===== config.mk =====
export PLATFORM = sky130hd
export DESIGN_NAME = shared_div_timer
export DESIGN_NICKNAME = d
export VERILOG_FILES = /design/src/rtl/sdt_pkg.sv /design/src/rtl/sdt_ctrl.sv /design/src/rtl/sdt_dp.sv /design/src/rtl/shared_div_timer.sv
export SDC_FILE = /design/constraint.sdc
export NUM_CORES = 1
export LEC_CHECK = 0
export BUFFER_PORTS_ARGS = -buffer_cell sky130_fd_sc_hd__buf_2
export CAP_MARGIN = 0
export CORE_MARGIN = 2
export CORE_UTILIZATION = 50
export CTS_BUF_LIST = sky130_fd_sc_hd__clkbuf_4 sky130_fd_sc_hd__clkbuf_8 sky130_fd_sc_hd__clkbuf_16
export DETAILED_ROUTE_END_ITERATION = 10
export PLACE_DENSITY = 0.83
export SLEW_MARGIN = 20
export SYNTH_ARGS = -nofsm -noshare
export SYNTH_HDL_FRONTEND = slang
export SYNTH_HIERARCHICAL = 1
export SYNTH_SLANG_ARGS = --single-unit

===== constraint.sdc =====
create_clock -name clk -period 5.46 [get_ports clk]
set_clock_uncertainty 0.05 [all_clocks]
set_input_delay 0.273 -clock clk [delete_from_list [all_inputs] [get_ports clk]]
set_output_delay 0.273 -clock clk [all_outputs]
set_load 0.01 [all_outputs]

===== src/rtl/sdt_pkg.sv =====
package sdt_pkg;
  localparam int CNT_W  = 8;               // timer counter width
  localparam int RATE_W = 3;               // rate code width
  localparam int PRE_W  = 1 << RATE_W;     // prescaler counter width (max ratio 2^PRE_W)
  localparam int MODE_W = RATE_W + 3;
  localparam int DATA_W = CNT_W;

  localparam logic [1:0] ADDR_CNT  = 2'd0;
  localparam logic [1:0] ADDR_MODE = 2'd1;
  localparam logic [1:0] ADDR_INT  = 2'd2;

  // mode register bit positions
  localparam int M_EXT  = 0;
  localparam int M_FALL = 1;
  localparam int M_WDT  = 2;
  localparam int M_RATE = 3;

  typedef struct packed {
    logic              srcEvent;   // one count event from the selected source
    logic              wdtIn;      // watchdog base pulse
    logic              preToWdt;   // prescaler owner
    logic [RATE_W-1:0] rate;
    logic              preClr;     // clear prescaler count
    logic              cntWe;      // load counter
    logic [CNT_W-1:0]  cntWdata;
  } strobeT;
endpackage


===== src/rtl/sdt_ctrl.sv =====
module sdt_ctrl
  import sdt_pkg::*;
(
  input  logic              clk,
  input  logic              rstN,
  input  logic              extIn,
  input  logic              wdtIn,
  input  logic              regWe,
  input  logic [1:0]        regAddr,
  input  logic [DATA_W-1:0] regWdata,
  output logic [DATA_W-1:0] regRdata,
  output logic              irq,
  input  logic [CNT_W-1:0]  cntVal,
  input  logic              ovfSet,
  output strobeT            strb
);
  logic [1:0]        phase;
  logic              cycTick;
  logic [2:0]        syncQ;
  logic              riseEv, fallEv;
  logic [MODE_W-1:0] mode;
  logic              ovfFlag, ovfIe, gie;
  logic              cntWe, modeWe, intWe;

  assign cntWe  = regWe && (regAddr == ADDR_CNT);
  assign modeWe = regWe && (regAddr == ADDR_MODE);
  assign intWe  = regWe && (regAddr == ADDR_INT);

  // instruction tick: one clock in four
  always_ff @(posedge clk or negedge rstN)
    if (!rstN) phase <= '0;
    else       phase <= phase + 2'd1;
  assign cycTick = (phase == 2'd3);

  // two-flop synchroniser plus one history flop for edge detection
  always_ff @(posedge clk or negedge rstN)
    if (!rstN) syncQ <= '0;
    else       syncQ <= {syncQ[1:0], extIn};
  assign riseEv = syncQ[1] & ~syncQ[2];
  assign fallEv = ~syncQ[1] & syncQ[2];

  always_ff @(posedge clk or negedge rstN)
    if (!rstN)       mode <= '1;
    else if (modeWe) mode <= regWdata[MODE_W-1:0];

  // overflow set wins over a same-cycle software write
  always_ff @(posedge clk or negedge rstN)
    if (!rstN) begin
      ovfFlag <= 1'b0;
      ovfIe   <= 1'b0;
      gie     <= 1'b0;
    end else begin
      if (ovfSet)     ovfFlag <= 1'b1;
      else if (intWe) ovfFlag <= regWdata[0];
      if (intWe) begin
        ovfIe <= regWdata[1];
        gie   <= regWdata[2];
      end
    end

  assign irq = ovfFlag & ovfIe & gie;

  always_comb begin
    strb.srcEvent = mode[M_EXT] ? (mode[M_FALL] ? fallEv : riseEv) : cycTick;
    strb.wdtIn    = wdtIn;
    strb.preToWdt = mode[M_WDT];
    strb.rate     = mode[M_RATE +: RATE_W];
    strb.preClr   = cntWe || (modeWe && (regWdata[M_WDT] != mode[M_WDT]));
    strb.cntWe    = cntWe;
    strb.cntWdata = regWdata[CNT_W-1:0];
  end

  always_comb begin
    regRdata = '0;
    unique case (regAddr)
      ADDR_CNT:  regRdata = cntVal;
      ADDR_MODE: regRdata[MODE_W-1:0] = mode;
      ADDR_INT:  regRdata[2:0] = {gie, ovfIe, ovfFlag};
      default:   regRdata = '0;
    endcase
  end

  // instruction tick never lasts two cycles
  p_tick_gap_r3: assert property (@(posedge clk) disable iff (!rstN)
    cycTick |=> !cycTick);

  // flag rises only from an overflow or a software write of 1
  p_flag_cause_r8: assert property (@(posedge clk) disable iff (!rstN)
    $rose(ovfFlag) |-> ($past(ovfSet) || $past(intWe && regWdata[0])));

  // the request drops only when a write or reset changed the register
  p_irq_drop_r9: assert property (@(posedge clk) disable iff (!rstN)
    $fell(irq) |-> $past(intWe));
endmodule


===== src/rtl/sdt_dp.sv =====
module sdt_dp
  import sdt_pkg::*;
(
  input  logic             clk,
  input  logic             rstN,
  input  strobeT           strb,
  output logic [CNT_W-1:0] cntVal,
  output logic             ovfSet,
  output logic             wdtOut
);
  logic [PRE_W-1:0] preCnt;
  logic [PRE_W-1:0] preMask;
  logic             preIn, preTick, timInc;

  // owner side gets 2^(k+1) on the timer, 2^k on the watchdog
  always_comb
    if (strb.preToWdt) preMask = ~({PRE_W{1'b1}} << strb.rate);
    else               preMask = ~({PRE_W{1'b1}} << ({1'b0, strb.rate} + 4'd1));

  assign preIn   = strb.preToWdt ? strb.wdtIn : strb.srcEvent;
  assign preTick = preIn && ((preCnt & preMask) == preMask);

  always_ff @(posedge clk or negedge rstN)
    if (!rstN)            preCnt <= '0;
    else if (strb.preClr) preCnt <= '0;
    else if (preIn)       preCnt <= preCnt + 1'b1;

  assign timInc = strb.preToWdt ? strb.srcEvent : preTick;
  assign wdtOut = strb.preToWdt ? preTick : strb.wdtIn;

  // counter deliberately has no reset: it survives reset with its value
  always_ff @(posedge clk)
    if (strb.cntWe)  cntVal <= strb.cntWdata;
    else if (timInc) cntVal <= cntVal + 1'b1;

  assign ovfSet = timInc && !strb.cntWe && (cntVal == '1);

  // a clear request empties the prescaler on the next edge
  p_pre_clear_r10: assert property (@(posedge clk) disable iff (!rstN)
    strb.preClr |=> (preCnt == '0));

  // an overflow event leaves the counter at zero
  p_wrap_zero_r8: assert property (@(posedge clk) disable iff (!rstN)
    ovfSet |=> (cntVal == '0));

  // without a write the counter holds or steps by one
  p_cnt_step_r11: assert property (@(posedge clk) disable iff (!rstN)
    !strb.cntWe |=> ((cntVal == $past(cntVal)) || (cntVal == CNT_W'($past(cntVal) + 1'b1))));

  // a write lands exactly
  p_cnt_load_r11: assert property (@(posedge clk) disable iff (!rstN)
    strb.cntWe |=> (cntVal == $past(strb.cntWdata)));

  // a watchdog output pulse always comes from an input pulse
  p_wdt_cause_r6: assert property (@(posedge clk) disable iff (!rstN)
    wdtOut |-> strb.wdtIn);
endmodule


===== src/rtl/shared_div_timer.sv =====
module shared_div_timer
  import sdt_pkg::*;
(
  input  logic              clk,
  input  logic              rstN,
  input  logic              extIn,
  input  logic              wdtTickIn,
  input  logic              regWe,
  input  logic [1:0]        regAddr,
  input  logic [DATA_W-1:0] regWdata,
  output logic [DATA_W-1:0] regRdata,
  output logic              irq,
  output logic              wdtTickOut
);
  strobeT           strb;
  logic [CNT_W-1:0] cntVal;
  logic             ovfSet;

  sdt_ctrl u_ctrl (
    .clk(clk), .rstN(rstN), .extIn(extIn), .wdtIn(wdtTickIn),
    .regWe(regWe), .regAddr(regAddr), .regWdata(regWdata),
    .regRdata(regRdata), .irq(irq), .cntVal(cntVal),
    .ovfSet(ovfSet), .strb(strb)
  );

  sdt_dp u_dp (
    .clk(clk), .rstN(rstN), .strb(strb),
    .cntVal(cntVal), .ovfSet(ovfSet), .wdtOut(wdtTickOut)
  );
endmodule


== After elaboration in Yosys (flattened, before gate mapping) ==
Cells that the tools add are included.
Widths: inputs -> output; s select.

* Logic and storage cells: 57
* Bits in registers: 30

* Eq/ne operators: 6
* Muxes and demuxes: 15
* Bitwise gates (word level): 9
* $add $sub $neg: 4
* Shift-type cells: 2
* Reductions and logical operators: 13

{| class="wikitable"
|+ Operator list
! operator !! count
|-
| $mux 8 || 5
|-
| $add 8x1->8 const B || 2
|-
| $not 8->8 || 2
|-
| $pmux 3 s3 || 1
|-
| $and 8x8->8 || 1
|-
| $eq 8x8->1 || 1
|-
| $eq 8x8->1 const B || 1
|-
| $shl 8x3->8 const A || 1
|-
| $shl 8x4->8 const A || 1
|-
| $logic_and 1x1->1 || 7
|-
| $mux 1 || 7
|-
| $pmux 3 s2 || 1
|-
| $reduce_bool 2->1 || 3
|-
| $add 3x1->4 const B || 1
|-
| $and 1x1->1 || 4
|-
| $eq 2x2->1 const B || 2
|-
| $add 2x1->2 const B || 1
|-
| $eq 2x1->1 const B || 1
|-
| $logic_not 2->1 || 1
|-
| $mux 2 || 1
|-
| $not 1->1 || 2
|-
| $logic_not 1->1 || 1
|-
| $logic_or 1x1->1 || 1
|-
| $ne 1x1->1 || 1
|}

== Depth between registers and ports, before layout ==
* Depth after elaboration: 11
* Depth in mapped cells: 10
* Depth with buffers taken out: 9

== Hierarchy ==
The synthesis kept the hierarchy.

{| class="wikitable"
|+ By module, submodules not included
! module !! area an instance (um^2) !! cells an instance !! instances !! seq. area each (um^2)
|-
| sdt_dp || 1091.0 || 116 || 1 || 440.4
|-
| sdt_ctrl || 815.8 || 70 || 1 || 357.8
|}

== Least setup slack after synthesis ==
Ideal clock, no wire load.

* Path type: flip-flop to flip-flop
* From: reg u_ctrl.mode[4]
* To: reg u_dp.cntVal[0], enable pin
* Arrival: 2.030 ns
* Setup time: 0.338 ns
* Stages on the path, launching flop included: 8
* Setup slack: 3.042 ns
* Required time: 5.072 ns
* Cells stage by stage: dfstp_2 -> buf_4 -> ha_1 -> and2_1 -> a21oi_1 -> o31a_1 -> or4_1 -> nand3b_1

* Longest elaborated chain between the ends: 9
* Elaborated cells on any way between the ends: 11
* Classes of those cells: 1 x add/sub; 1 x eq/ne; 2 x shift; 2 x mux; 3 x bitwise; 2 x reduce/logical

{| class="wikitable"
|+ RTL lines
! element !! RTL line !! text
|-
| start: declaration || sdt_ctrl.sv:21 || <nowiki>logic [MODE_W-1:0] mode;</nowiki>
|-
| start signal: assignment || sdt_ctrl.sv:44 || <nowiki>else if (modeWe) mode <= regWdata[MODE_W-1:0];</nowiki>
|-
| $add 3x1->4 || sdt_dp.sv:18 || <nowiki>else preMask = ~({PRE_W{1'b1}} << ({1'b0, strb.rate} + 4'd1));</nowiki>
|-
| $shl 8x4->8 || sdt_dp.sv:18 ||
|-
| $not 8->8 || sdt_dp.sv:18 ||
|-
| $mux 8 (*) || sdt_dp.sv:17 || <nowiki>if (strb.preToWdt) preMask = ~({PRE_W{1'b1}} << strb.rate);</nowiki>
|-
| $and 8x8->8 || sdt_dp.sv:21 || <nowiki>assign preTick = preIn && ((preCnt & preMask) == preMask);</nowiki>
|-
| $eq 8x8->1 (*) || sdt_dp.sv:21 ||
|-
| $logic_and 1x1->1 (*) || sdt_dp.sv:21 ||
|-
| $mux 1 (*) || sdt_dp.sv:28 || <nowiki>assign timInc = strb.preToWdt ? strb.srcEvent : preTick;</nowiki>
|-
| $reduce_bool 2->1 (no line) (*) || -- ||
|-
| end signal: assignment || sdt_dp.sv:33 || <nowiki>if (strb.cntWe) cntVal <= strb.cntWdata;</nowiki>
|-
| end signal: assignment || sdt_dp.sv:34 || <nowiki>else if (timInc) cntVal <= cntVal + 1'b1;</nowiki>
|-
| end: declaration || sdt_dp.sv:7 || <nowiki>output logic [CNT_W-1:0] cntVal,</nowiki>
|}

Every way passes the cells marked *; elsewhere a longest branch is shown, timed or not.
A chain may end at the register's enable or synchronous reset.

== Worst setup path after layout ==
* From: reg u_ctrl.mode[4]
* To: reg u_dp.cntVal[3], enable pin

The elaborated chain is that of the path after synthesis.

==> results.json <==
{
  "status": "finished, final reports clean",
  "p_leak_nw": 0.901,
  "slowest_stage": "dfstp_2",
  "synth-seq-cells": 30,
  "grt_use_total": 0.195,
  "period_share": 0.469,
  "nFillCells": 333,
  "drt_wl_total_um": 3540,
  "drc": 0,
  "critPathKind": "flop to flop",
  "synth_seq_area_share": 0.419,
  "io_pins": 25,
  "synth_cells": 186,
  "synthAdderAreaFrac": 0.0394,
  "p_int_mw": 0.481,
  "synth_edf_count": 8,
  "setup_tns_ns": 0,
  "viasPerCell": 5.35,
  "hp-start": "extIn",
  "cp_max_fo": 10,
  "grt_max_degree": 23,
  "multi_input_area_um2": 943,
  "power_density_nw_per_um2": 344,
  "final-seq-area_um2": 798,
  "yosysTopAreaCell": "dfrtp_1",
  "grt_busiest_layer": "met2",
  "die-width_um": 65.8,
  "netlist_top_cells_area": "dfrtp_1, edfxtp_1, dfstp_2",
  "io_buffers": 24,
  "drv_cap": 0,
  "fp.dieH_um": 65.8,
  "cts_resized": 0,
  "yosysTopAreaCellShare": 0.210,
  "ff2ff_setup_slack_ns": 2.90,
  "ctsLongestPathBuffers": 2,
  "dp_hpwl_um": 2600,
  "hold_violations": 0,
  "ys_async_sr_fraction": 0.733,
  "r2r-start": "u_ctrl/mode[4]$_DFFE_PN1P_",
  "slew_viol_final": 0,
  "fmax_ghz": 0.391,
  "syn_area_per_cell_um2": 10.3,
  "use_met3": 0.0514,
  "synth_cell_types": 44,
  "rsz0062_at_grt": "false",
  "grt_pass1_wl_um": 6250,
  "cp-end-kind": "flop",
  "clock_sinks": 30,
  "critPathLaunchType": "flop",
  "start_util": 0.521,
  "area_growth_pct": 6.89,
  "routedWlPerCell_um": 14.3,
  "drt_iter0_drc": 76,
  "nets": 219,
  "p_switching_mw": 0.220,
  "final_layout_size_suffix_gt1_frac": 0.271,
  "layout_setup_ws_ns": 2.90,
  "synthFlopType": "dfrtp_1",
  "synth_compound_area_frac": 0.0912,
  "met2_usage": 0.319,
  "cp.required_ns": 5.34,
  "peakVddDrop_v": 0.000218,
  "switching_share": 0.314,
  "pwr-share-clk": 0.256,
  "layout_min_cycle_time_ns": 2.56,
  "cp_data_arrival_time_ns": 2.44,
  "p_comb_frac": 0.265,
  "cts_buffers": 5,
  "min_to": "u_ctrl/syncQ[0]$_DFF_PN0_",
  "met1_usage": 0.240,
  "yosys_warnings": 6,
  "yosys.area_share.simple": 0.196,
  "cp-startpoint": "u_ctrl/mode[4]$_DFFE_PN1P_",
  "rr_endpoint": "u_dp/cntVal[3]$_DFFE_PP_",
  "synth.net_count": 207,
  "place.gp.congestion": 0.879,
  "root_buffer": "clkbuf_8",
  "cts-htree-levels": 2,
  "relSlewSlack": 0.591,
  "antenna_left": 0,
  "yosys.area_share.xor_xnor": 0.0597,
  "grt_pass1_vias": 1373,
  "netlist_area_um2": 1910,
  "rows": 22,
  "clk_pin_slew_ns": 0.06,
  "num_antenna_cells": 0,
  "antenna_found_initial": 0,
  "tightest_slew_ns": 0.613,
  "setup_viol": 0,
  "grt_remaining_overflow": 0,
  "num_vias": 1322,
  "dp_worst_setup_slack_ns": 2.88,
  "hp-class": "primary input to flop",
  "synth_top_family_by_area": "simple AND/OR/NAND/NOR gates",
  "sequentialPowerShare": 0.479,
  "muxShareOfSynthArea": 0.109,
  "rr_worst_depth": 6,
  "clock_latency_ns": 0.28,
  "cp_cell_sequence": "ha_1 -> and2_1 -> a21oi_1 -> o31a_1 -> or4_1 -> nand3b_1",
  "cts_tree": "yes",
  "critPathMaxStageDelay_ns": 0.61,
  "holdPathStages": 1,
  "coreArea_um2": 3660,
  "drtPass1Iterations": 4,
  "die_area_um2": 4320
}
==> routing by layer <==
metal	up-vias	share of wire
met5	-	0
met4	0	0.020
met3	9	0.066
met2	43	0.47
met1	603	0.44
li1	667	-
==> synth_stat cells, types with 5 or more instances <==
| cell type | number |
|---|---|
| edfxtp_1 | 8 |
| xor2_1 | 8 |
| xnor2_1 | 5 |
| mux2i_1 | 8 |
| buf_4 | 16 |
| nand3_1 | 5 |
| nand2_1 | 12 |
| o21ai_0 | 10 |
| and2_1 | 5 |
| dfrtp_1 | 16 |
| mux2_2 | 10 |
| nor2_1 | 17 |
| and3_1 | 5 |
| dfstp_2 | 6 |
| a21oi_1 | 6 |
| ha_1 | 6 |
==> through the flow <==
stage / util / power [mW] / hold slack (ns) / cells / instance area (µm²)
global placement: 0.529 / 0.514 / 0.205 / 238 / 1940
detailed placement: 0.529 / 0.523 / 0.216 / 238 / 1940
global route: 0.557 / 0.755 / 0.0394 / 247 / 2040
floorplan: - / 0.483 / -0.0726 / 186 / 1910
finish: 0.557 / 0.700 / 0.0531 / 247 / 2040
CTS: 0.557 / 0.707 / 0.0448 / 247 / 2040
==> power groups by stage <==
stage               combinational (mW)  clock, mW  sequential, mW
floorplan                        0.169          0           0.315
global placement                 0.177          0           0.336
detailed placement               0.184          0           0.339
CTS                              0.186      0.186           0.335
global route                     0.212      0.198           0.344
finish                           0.185      0.179           0.336
==> how the worst max path moves through the flow <==
stage	slack (ns)	end
floorplan	3.04	u_dp/cntVal[0]$_DFFE_PP_
global placement	2.96	u_dp/cntVal[7]$_DFFE_PP_
detailed placement	2.88	u_dp/cntVal[1]$_DFFE_PP_
CTS	2.87	u_dp/cntVal[6]$_DFFE_PP_
global route	2.75	u_dp/cntVal[1]$_DFFE_PP_
finish	2.90	u_dp/cntVal[3]$_DFFE_PP_
==> placed cells by master, fill, tap and decap left out, types with 3 or more instances in the layout <==
cell       count
o21ai_0       10
nand3b_1       3
buf_2         24
o2bb2ai_1      3
ha_1           6
nand2_1       12
a21oi_1        6
mux2i_1        8
nand3_1        5
nor2_1        17
mux2_2        10
dfstp_2        6
clkbuf_4       3
edfxtp_1       8
xor2_1         8
clkbuf_8       5
dfrtp_1       16
and3_1         5
and2_1         5
xnor2_1        5
inv_1          4
nand4_1        4
nor2b_1        3
==> cell type report <==
cell class,instances,share of cell area
clock buffers,8,0.0448
inverters,4,0.00737
multi-input cells,132,0.463
flip-flops and latches,30,0.392
well taps,48,0.0295
repair buffers,25,0.0638
==> kinds of logic after synthesis <==
group / count (synthesis)
AOI/OAI and AO/OA: 27
xor gates and xnor gates: 13
adders and majority gates: 6
buffers and inverters: 24
DFF: 30
muxes: 19
and+or+nand+nor: 67
==> timing repair <==
| item | 4_1_cts | 5_1_grt |
|---|---|---|
| hold buffers | 1 | 0 |
| setup endpoints to repair | 0 | 0 |
| endpoints found under the hold margin | 16 | 0 |
| setup buffers | 0 | 0 |
==> worst max-delay path, delay by kind of cell (launching register included) <==
family / cells / cell delay (ns)
AND/OR/NAND/NOR: 3 / 0.98
flip-flops: 1 / 0.61
AO/OA/AOI/OAI: 2 / 0.32
adder cells (fa/ha/maj): 1 / 0.25
==> flip-flops by register name, summed over array words and instances, names as in the netlist <==
register and count:
u_dp/preCnt 8, u_ctrl/mode 6, u_ctrl/phase 2, u_ctrl/syncQ 3, u_ctrl/gie 1, u_ctrl/ovfIe 1, u_dp/cntVal 8, u_ctrl/ovfFlag 1
No activity file was read; power rests on OpenSTA's default activity.
